<file path="config.mk">
export PLATFORM = sky130hd
export DESIGN_NAME = pwr_mode_ctrl
export DESIGN_NICKNAME = d
export VERILOG_FILES = /design/src/rtl/pwr_mode_pkg.sv /design/src/rtl/pwr_en_sync.sv /design/src/rtl/pwr_rst_timer.sv /design/src/rtl/pwr_mode_fsm.sv /design/src/rtl/pwr_ram_ctl.sv /design/src/rtl/pwr_mode_ctrl.sv
export SDC_FILE = /design/constraint.sdc
export NUM_CORES = 1
export LEC_CHECK = 0
export BUFFER_PORTS_ARGS = -buffer_cell sky130_fd_sc_hd__buf_2
export CORE_MARGIN = 8
export CORE_UTILIZATION = 25
export DETAILED_ROUTE_END_ITERATION = 6
export MAX_ROUTING_LAYER = met4
export PLACE_DENSITY = 0.45
export SYNTH_ARGS = -nofsm -noshare
export SYNTH_HDL_FRONTEND = slang
export SYNTH_HIERARCHICAL = 1
export SYNTH_SLANG_ARGS = --single-unit
</file>
<file path="constraint.sdc">
create_clock -name clk_i -period 2.5 [get_ports clk_i]
set_clock_uncertainty 0.05 [all_clocks]
set_input_delay 0.5 -clock clk_i [delete_from_list [all_inputs] [get_ports clk_i]]
set_output_delay 0.5 -clock clk_i [all_outputs]
set_load 0.005 [all_outputs]
</file>
<file path="src/rtl/pwr_mode_pkg.sv">
package pwr_mode_pkg;

  typedef enum logic [2:0] {
    MODE_DIS     = 3'd0,
    MODE_OFF     = 3'd1,
    MODE_OFF_EMU = 3'd2,
    MODE_ON_IDLE = 3'd3,
    MODE_ON_ACT  = 3'd4,
    MODE_ON_CLAT = 3'd5,
    MODE_RESET   = 3'd6
  } mode_e;

  typedef enum logic [2:0] {
    ST_DIS,
    ST_RST,
    ST_ON,
    ST_OFF,
    ST_OFF_EMU
  } st_e;

  localparam int unsigned DOM_W      = 7;
  localparam int unsigned DOM_CLK    = 0;
  localparam int unsigned DOM_PWR    = 1;
  localparam int unsigned DOM_NVM    = 2;
  localparam int unsigned DOM_CPU    = 3;
  localparam int unsigned DOM_FLASH  = 4;
  localparam int unsigned DOM_RAM    = 5;
  localparam int unsigned DOM_PERIPH = 6;

  // domains kept alive while OFF is emulated for a debugger
  localparam logic [DOM_W-1:0] DOM_EMU_KEEP =
    (DOM_W'(1) << DOM_CLK) | (DOM_W'(1) << DOM_PWR) | (DOM_W'(1) << DOM_NVM) |
    (DOM_W'(1) << DOM_CPU) | (DOM_W'(1) << DOM_FLASH) | (DOM_W'(1) << DOM_RAM);

endpackage

</file>
<file path="src/rtl/pwr_en_sync.sv">
module pwr_en_sync #(
  parameter int unsigned STAGES = 2
) (
  input  logic clk_i,
  input  logic rst_ni,
  input  logic en_async_i,
  output logic en_o,
  output logic rise_o
);

  logic [STAGES-1:0] sync_q;
  logic              en_d_q;

  always_ff @(posedge clk_i or negedge rst_ni) begin
    if (!rst_ni) begin
      sync_q <= '0;
      en_d_q <= 1'b0;
    end else begin
      sync_q <= {sync_q[STAGES-2:0], en_async_i};
      en_d_q <= sync_q[STAGES-1];
    end
  end

  assign en_o   = sync_q[STAGES-1];
  assign rise_o = sync_q[STAGES-1] & ~en_d_q;

endmodule

</file>
<file path="src/rtl/pwr_rst_timer.sv">
module pwr_rst_timer #(
  parameter int unsigned RST_CYC = 4
) (
  input  logic clk_i,
  input  logic rst_ni,
  input  logic clr_i,
  input  logic run_i,
  output logic done_o
);

  localparam int unsigned CW = $clog2(RST_CYC) + 1;

  logic [CW-1:0] cnt_q;

  always_ff @(posedge clk_i or negedge rst_ni) begin
    if (!rst_ni)              cnt_q <= '0;
    else if (clr_i)           cnt_q <= '0;
    else if (run_i && !done_o) cnt_q <= cnt_q + CW'(1);
  end

  assign done_o = run_i && (cnt_q == CW'(RST_CYC - 1));

endmodule

</file>
<file path="src/rtl/pwr_mode_fsm.sv">
module pwr_mode_fsm
  import pwr_mode_pkg::*;
(
  input  logic clk_i,
  input  logic rst_ni,
  input  logic en_i,
  input  logic en_rise_i,
  input  logic rst_done_i,
  input  logic off_wr_i,
  input  logic dbg_i,
  input  logic wake_i,
  input  logic clat_i,
  input  logic lowpwr_i,
  output st_e  st_o,
  output logic clat_o,
  output logic go_rst_o
);

  st_e  st_q, st_n;
  logic clat_q, clat_n;

  always_comb begin
    st_n     = st_q;
    clat_n   = clat_q;
    go_rst_o = 1'b0;
    if (!en_i) begin
      st_n   = ST_DIS;
      clat_n = 1'b0;
    end else if (en_rise_i) begin
      st_n     = ST_RST;
      go_rst_o = 1'b1;
    end else begin
      unique case (st_q)
        ST_RST: if (rst_done_i) begin
          st_n   = ST_ON;
          clat_n = 1'b0;
        end
        ST_ON: begin
          if (off_wr_i)      st_n = dbg_i ? ST_OFF_EMU : ST_OFF;
          if (clat_i)        clat_n = 1'b1;
          else if (lowpwr_i) clat_n = 1'b0;
        end
        ST_OFF, ST_OFF_EMU: if (wake_i) begin
          st_n     = ST_RST;
          go_rst_o = 1'b1;
        end
        default: ;
      endcase
    end
  end

  always_ff @(posedge clk_i or negedge rst_ni) begin
    if (!rst_ni) begin
      st_q   <= ST_DIS;
      clat_q <= 1'b0;
    end else begin
      st_q   <= st_n;
      clat_q <= clat_n;
    end
  end

  assign st_o   = st_q;
  assign clat_o = clat_q;

endmodule

</file>
<file path="src/rtl/pwr_ram_ctl.sv">
module pwr_ram_ctl #(
  parameter int unsigned       N_RAM   = 4,
  parameter logic [N_RAM-1:0] PWR_DEF = '1,
  parameter logic [N_RAM-1:0] RET_DEF = '0
) (
  input  logic             clk_i,
  input  logic             rst_ni,
  input  logic             por_i,
  input  logic             wr_i,
  input  logic [N_RAM-1:0] pwr_d_i,
  input  logic [N_RAM-1:0] ret_d_i,
  output logic [N_RAM-1:0] pwr_o,
  output logic [N_RAM-1:0] ret_o
);

  for (genvar b = 0; b < N_RAM; b++) begin : g_blk
    logic pwr_b, ret_b;
    always_ff @(posedge clk_i or negedge rst_ni) begin
      if (!rst_ni) begin
        pwr_b <= PWR_DEF[b];
        ret_b <= RET_DEF[b];
      end else if (por_i) begin
        pwr_b <= PWR_DEF[b];
        ret_b <= RET_DEF[b];
      end else if (wr_i) begin
        pwr_b <= pwr_d_i[b];
        ret_b <= ret_d_i[b];
      end
    end
    assign pwr_o[b] = pwr_b;
    assign ret_o[b] = ret_b;
  end

endmodule

</file>
<file path="src/rtl/pwr_mode_ctrl.sv">
module pwr_mode_ctrl
  import pwr_mode_pkg::*;
#(
  parameter int unsigned       N_BLK       = 4,
  parameter int unsigned       N_RAM       = 4,
  parameter int unsigned       RST_CYC     = 4,
  parameter int unsigned       SYNC_STAGES = 2,
  parameter logic [N_RAM-1:0] RAM_PWR_DEF = '1,
  parameter logic [N_RAM-1:0] RAM_RET_DEF = '0
) (
  input  logic             clk_i,
  input  logic             rst_ni,
  input  logic             ext_en_i,
  input  logic             dbg_attached_i,
  input  logic             off_wr_i,
  input  logic             wake_detect_i,
  input  logic             wake_reset_i,
  input  logic             wake_dbg_i,
  input  logic             task_clat_i,
  input  logic             task_lowpwr_i,
  input  logic [N_BLK-1:0] blk_req_i,
  input  logic             ram_wr_i,
  input  logic [N_RAM-1:0] ram_pwr_d_i,
  input  logic [N_RAM-1:0] ram_ret_d_i,
  output logic             reg_en_o,
  output logic             clk_en_o,
  output logic             cpu_run_o,
  output logic [DOM_W-1:0] dom_en_o,
  output logic [N_RAM-1:0] ram_pwr_o,
  output logic [N_RAM-1:0] ram_ret_o,
  output logic             sys_rst_o,
  output logic [2:0]       mode_o
);

  logic             en_s, en_rise, rst_done, go_rst, clat;
  st_e              st;
  logic [N_RAM-1:0] pwr_q, ret_q;
  logic             busy, wake_any;
  mode_e            mode;

  assign busy     = |blk_req_i;
  assign wake_any = wake_detect_i | wake_reset_i | wake_dbg_i;

  pwr_en_sync #(.STAGES(SYNC_STAGES)) u_sync (
    .clk_i, .rst_ni, .en_async_i(ext_en_i), .en_o(en_s), .rise_o(en_rise)
  );

  pwr_rst_timer #(.RST_CYC(RST_CYC)) u_timer (
    .clk_i, .rst_ni, .clr_i(go_rst), .run_i(st == ST_RST), .done_o(rst_done)
  );

  pwr_mode_fsm u_fsm (
    .clk_i, .rst_ni,
    .en_i(en_s), .en_rise_i(en_rise), .rst_done_i(rst_done),
    .off_wr_i, .dbg_i(dbg_attached_i), .wake_i(wake_any),
    .clat_i(task_clat_i), .lowpwr_i(task_lowpwr_i),
    .st_o(st), .clat_o(clat), .go_rst_o(go_rst)
  );

  pwr_ram_ctl #(.N_RAM(N_RAM), .PWR_DEF(RAM_PWR_DEF), .RET_DEF(RAM_RET_DEF)) u_ram (
    .clk_i, .rst_ni,
    .por_i(en_rise), .wr_i(ram_wr_i && st == ST_ON && en_s),
    .pwr_d_i(ram_pwr_d_i), .ret_d_i(ram_ret_d_i),
    .pwr_o(pwr_q), .ret_o(ret_q)
  );

  always_comb begin
    mode      = MODE_DIS;
    reg_en_o  = 1'b0;
    cpu_run_o = 1'b0;
    sys_rst_o = 1'b0;
    dom_en_o  = '0;
    ram_pwr_o = '0;
    ram_ret_o = '0;
    unique case (st)
      ST_RST: begin
        mode      = MODE_RESET;
        sys_rst_o = 1'b1;
        reg_en_o  = 1'b1;
        dom_en_o  = '1;
        ram_pwr_o = pwr_q;
        ram_ret_o = ret_q;
      end
      ST_ON: begin
        mode      = clat ? MODE_ON_CLAT : (busy ? MODE_ON_ACT : MODE_ON_IDLE);
        reg_en_o  = clat | busy;
        cpu_run_o = 1'b1;
        dom_en_o  = '1;
        ram_pwr_o = pwr_q;
        ram_ret_o = ret_q;
      end
      ST_OFF: begin
        mode      = MODE_OFF;
        ram_ret_o = ret_q;
      end
      ST_OFF_EMU: begin
        mode      = MODE_OFF_EMU;
        reg_en_o  = 1'b1;
        cpu_run_o = 1'b1;
        dom_en_o  = DOM_EMU_KEEP;
        ram_pwr_o = pwr_q;
        ram_ret_o = ret_q;
      end
      default: ;
    endcase
  end

  assign clk_en_o = reg_en_o;
  assign mode_o   = mode;

endmodule

</file>
==> summary.md <==
| Metric | Value |
|---|---|
| Worst R2R End | `u_fsm/st_o[1]$_DFFE_PN0P_` |
| Most used cell, CP | `ha_1` |
| Antenna diode count | `0` |
| Period utilization | `0.836` |
| Crit path capture | `u_fsm/st_o[1]$_DFFE_PN0P_` |
| WL final | `2.89 mm` |
| Fin. Hold Viols | `0` |
| Max H-tree Level | `1` |
| Vias | `1020` |
| Via/cell ratio | `4.27` |
| CP top delay family | `simple AND/OR/NAND/NOR gates` |
| Root Driver | `clkbuf_8` |
| Share of layout cells above drive strength 1 | `0.420` |
| Crit path kind | `reg2reg` |
| Reg2Reg Depth | `7` |
| Die Span Y | `88.2 um` |
| Post-CTS Hold Buffers | `0` |
| Post-route minimum period | `2.09 ns` |
| Largest net degree at the start of global routing | `23` |
| Max clock buf depth | `2` |
| DIE AREA | `0.00778 sq mm` |
| Total global-route track usage | `0.0796` |
| Synthesized area per cell | `around 9.5 sq um` |
| Hold Crit Class | `in2async` |
| Static Leakage | `0.000723 uW` |
| Grt ovf | `0` |
| Vias in the first global route | `roughly 1100` |
| Area Growth Syn to Fin | `18.9%` |
| Post-synth EDFFs | `0` |
| Critical Path Source | `u_timer/cnt_q[0]$_DFFE_PN0P_` |
| Worst-path fanout max | `4` |
| Startpoint types | `register` |
| Register area | `455 sq um` |
| Routed Antenna Nets | `0` |
| Setup bufs post-CTS | `0` |
| Worst R2R Setup Slack | `0.41 ns` |
| Drt pass-1 iters | `4` |
| Num CTS Buffers | `3` |
| Share of the synthesized area in the top cell type | `0.269` |
| Post-synthesis sequential area ratio | `0.349` |
| RSZ-0062 raised after global routing | `false` |
| Slew Viols, Final | `0` |
| Area of the multi-input gates | `683 sq um` |
| Later-pin clock latency in the skew report | `0.25 ns` |
| Setup crit end kind | `register` |
| Fmax achieved | `about 480 MHz` |
| CP Buf/Inv Count | `0` |
| TritonCTS clock tree | `done` |
| Power Density | `about 1000 mW/mm^2` |
| Clock sinks | `18` |
| Worst r2r src | `u_timer/cnt_q[0]$_DFFE_PN0P_` |
| Req. time, crit path | `2.59 ns` |
| Post-DP HPWL | `approximately 2.3 mm` |
| Effective utilization at floorplan | `0.257` |
| Post-Syn Instances | `137` |
| I/O Pins | `45` |
| Resize count post-CTS | `0` |
| Post-synth ARST share | `1.00` |
| Synth warnings | `6` |
| Std cell rows | `26` |
| Chip width | `88.2 um` |
| Slowest Stage Delay on Critical Path | `~0.40 ns` |
| CP Data Arrival Time | `2.18 ns` |
| Fin nets | `195` |
| First-pass GRT wire length | `4.77 mm` |
| Outcome | `finished clean` |
| Area of the core | `0.00507 sq mm` |
| Cell taking the most area after synthesis | `dfrtp_1` |
| Ranking of synthesized cells by area | `dfrtp_1, buf_4, dfstp_2, and2_1, nor2_1` |
| Buffers on Ports | `44` |
| Net Count, Synth | `162` |
| Power consumption | `~1500 uW` |
| TNS Setup | `0 ns` |
| WP depth | `7` |
| VDD IR max | `about 0.29 mV` |
| # Max-Cap Violations | `0` |
| Fillers | `around 550` |
| Initial antenna violation count | `0` |
| Netlist Area Pre-Place | `0.00130 sq mm` |
| Crit-path slowest cell | `dfrtp_1` |
| Unique cell type count in the Yosys netlist | `51` |
| Post-DR wirelength/cell | `approximately 12 um` |
| Drt drc | `0` |
| Clk pin slew, worst setup/hold paths | `0.07 ns` |
| #FFs+latches synth | `18` |
| Predominant post-synthesis flop cell | `dfrtp_1` |
| Endpoints failing setup | `0` |
| Relative slew slack | `0.738` |
| Placer Congestion | `0.762` |
| CP Cell Sequence | `ha_1 -> ha_1 -> and2_1 -> or3b_4 -> a21oi_2 -> a21oi_1 -> mux2_4` |
| Worst-Margin Slew | `about 0.4 ns` |
| DRT iter0 DRCs | `47` |
[per-layer routing]
metal / global-route usage / share of wire / vias to the layer above
met3: 0.0214 / 0.082 / 2
met4: 0.0307 / 0.0080 / 0
met2: 0.140 / 0.51 / 23
met1: 0.0827 / 0.40 / 472
met5: - / 0 / -
li1: - / - / 523
[cells in the mapped netlist (all sizes together) (2+ instances only)]
library cell	instances
xnor2	3
dfrtp	14
and2	9
nor2	11
mux2i	4
buf	19
o21ai	6
dfstp	4
o31ai	2
or3b	3
a211o	4
mux2	2
nor2b	7
nand2	7
ha	2
inv	5
o21a	3
nor3	2
a211oi	2
a21oi	3
nand2b	7
[state kept, by name, indices dropped and copies added (netlist names)]
register	cells
u_ram/g_blk.pwr_b	4
u_ram/g_blk.ret_b	4
u_fsm/st_o	3
u_timer/cnt_q	3
u_sync/sync_q	2
u_fsm/clat_o	1
u_sync/en_d_q	1
[logic make-up after synthesis]
kind of cell | share of synthesized area
AOI/OAI and AO/OA | 0.158
xor gates and xnor gates | 0.0202
adders and majority gates | 0.0192
buffers and inverters | 0.127
DFF | 0.349
muxes | 0.0509
and+or+nand+nor | 0.275
[worst reg2reg max path: stages, from the launching register on]
cell     delay [ns]
dfrtp_1        0.40
ha_1           0.20
ha_1           0.21
and2_1         0.15
or3b_4         0.38
a21oi_2        0.18
a21oi_1        0.11
mux2_4         0.30
[layout by cell type (no fill, tap or decap), types with 4 or more instances in the layout]
cell and n:
clkbuf_8 4, nand2b_1 6, mux2i_1 4, dfstp_2 4
nand2_1 7, and2_1 9, buf_2 44, inv_1 5
buf_4 4, nor2_1 11, dfrtp_1 14, nor2b_1 4
[layout make-up]
class                   count  area share
repair buffers             48       0.161
multi-input cells          94       0.441
clock buffers               4      0.0355
inverters                   5      0.0121
well taps                  70      0.0565
flip-flops and latches     18       0.294
[power by group]
group | switching, uW | internal [uW] | total, uW
combinational | 446 | 459 | 905
sequential | 34.1 | 373 | 407
clock | 94.9 | 140 | 235
total | 575 | 972 | 1550
[how the worst min path moves through the flow]
stage	from	end	slack (ns)	cells past startpoint
after detailed placement	u_sync/sync_q[0]$_DFF_PN0_	u_sync/sync_q[1]$_DFF_PN0_	0.28	0
after global placement	u_sync/sync_q[0]$_DFF_PN0_	u_sync/sync_q[1]$_DFF_PN0_	0.28	0
final	rst_ni	u_fsm/st_o[2]$_DFFE_PN0P_	0.12	1
after CTS	rst_ni	u_fsm/st_o[2]$_DFFE_PN0P_	0.13	1
after global routing	rst_ni	u_fsm/st_o[1]$_DFFE_PN0P_	0.15	1
after floorplan	rst_ni	u_fsm/clat_o$_DFFE_PN0P_	0.15	0
[per-stage QoR]
stage	worst slack [ns]	util	std cells	hold slack [ns]	instance area, sq um
6_report	0.410	0.305	239	0.118	1550
5_1_grt	0.215	0.305	239	0.150	1550
4_1_cts	0.375	0.305	239	0.130	1550
3_5_place_dp	0.366	0.295	235	0.285	1500
3_3_place_gp	0.436	0.295	235	0.284	1500
2_1_floorplan	0.525	-	137	0.154	1300
No activity file was read; power rests on OpenSTA's default activity.
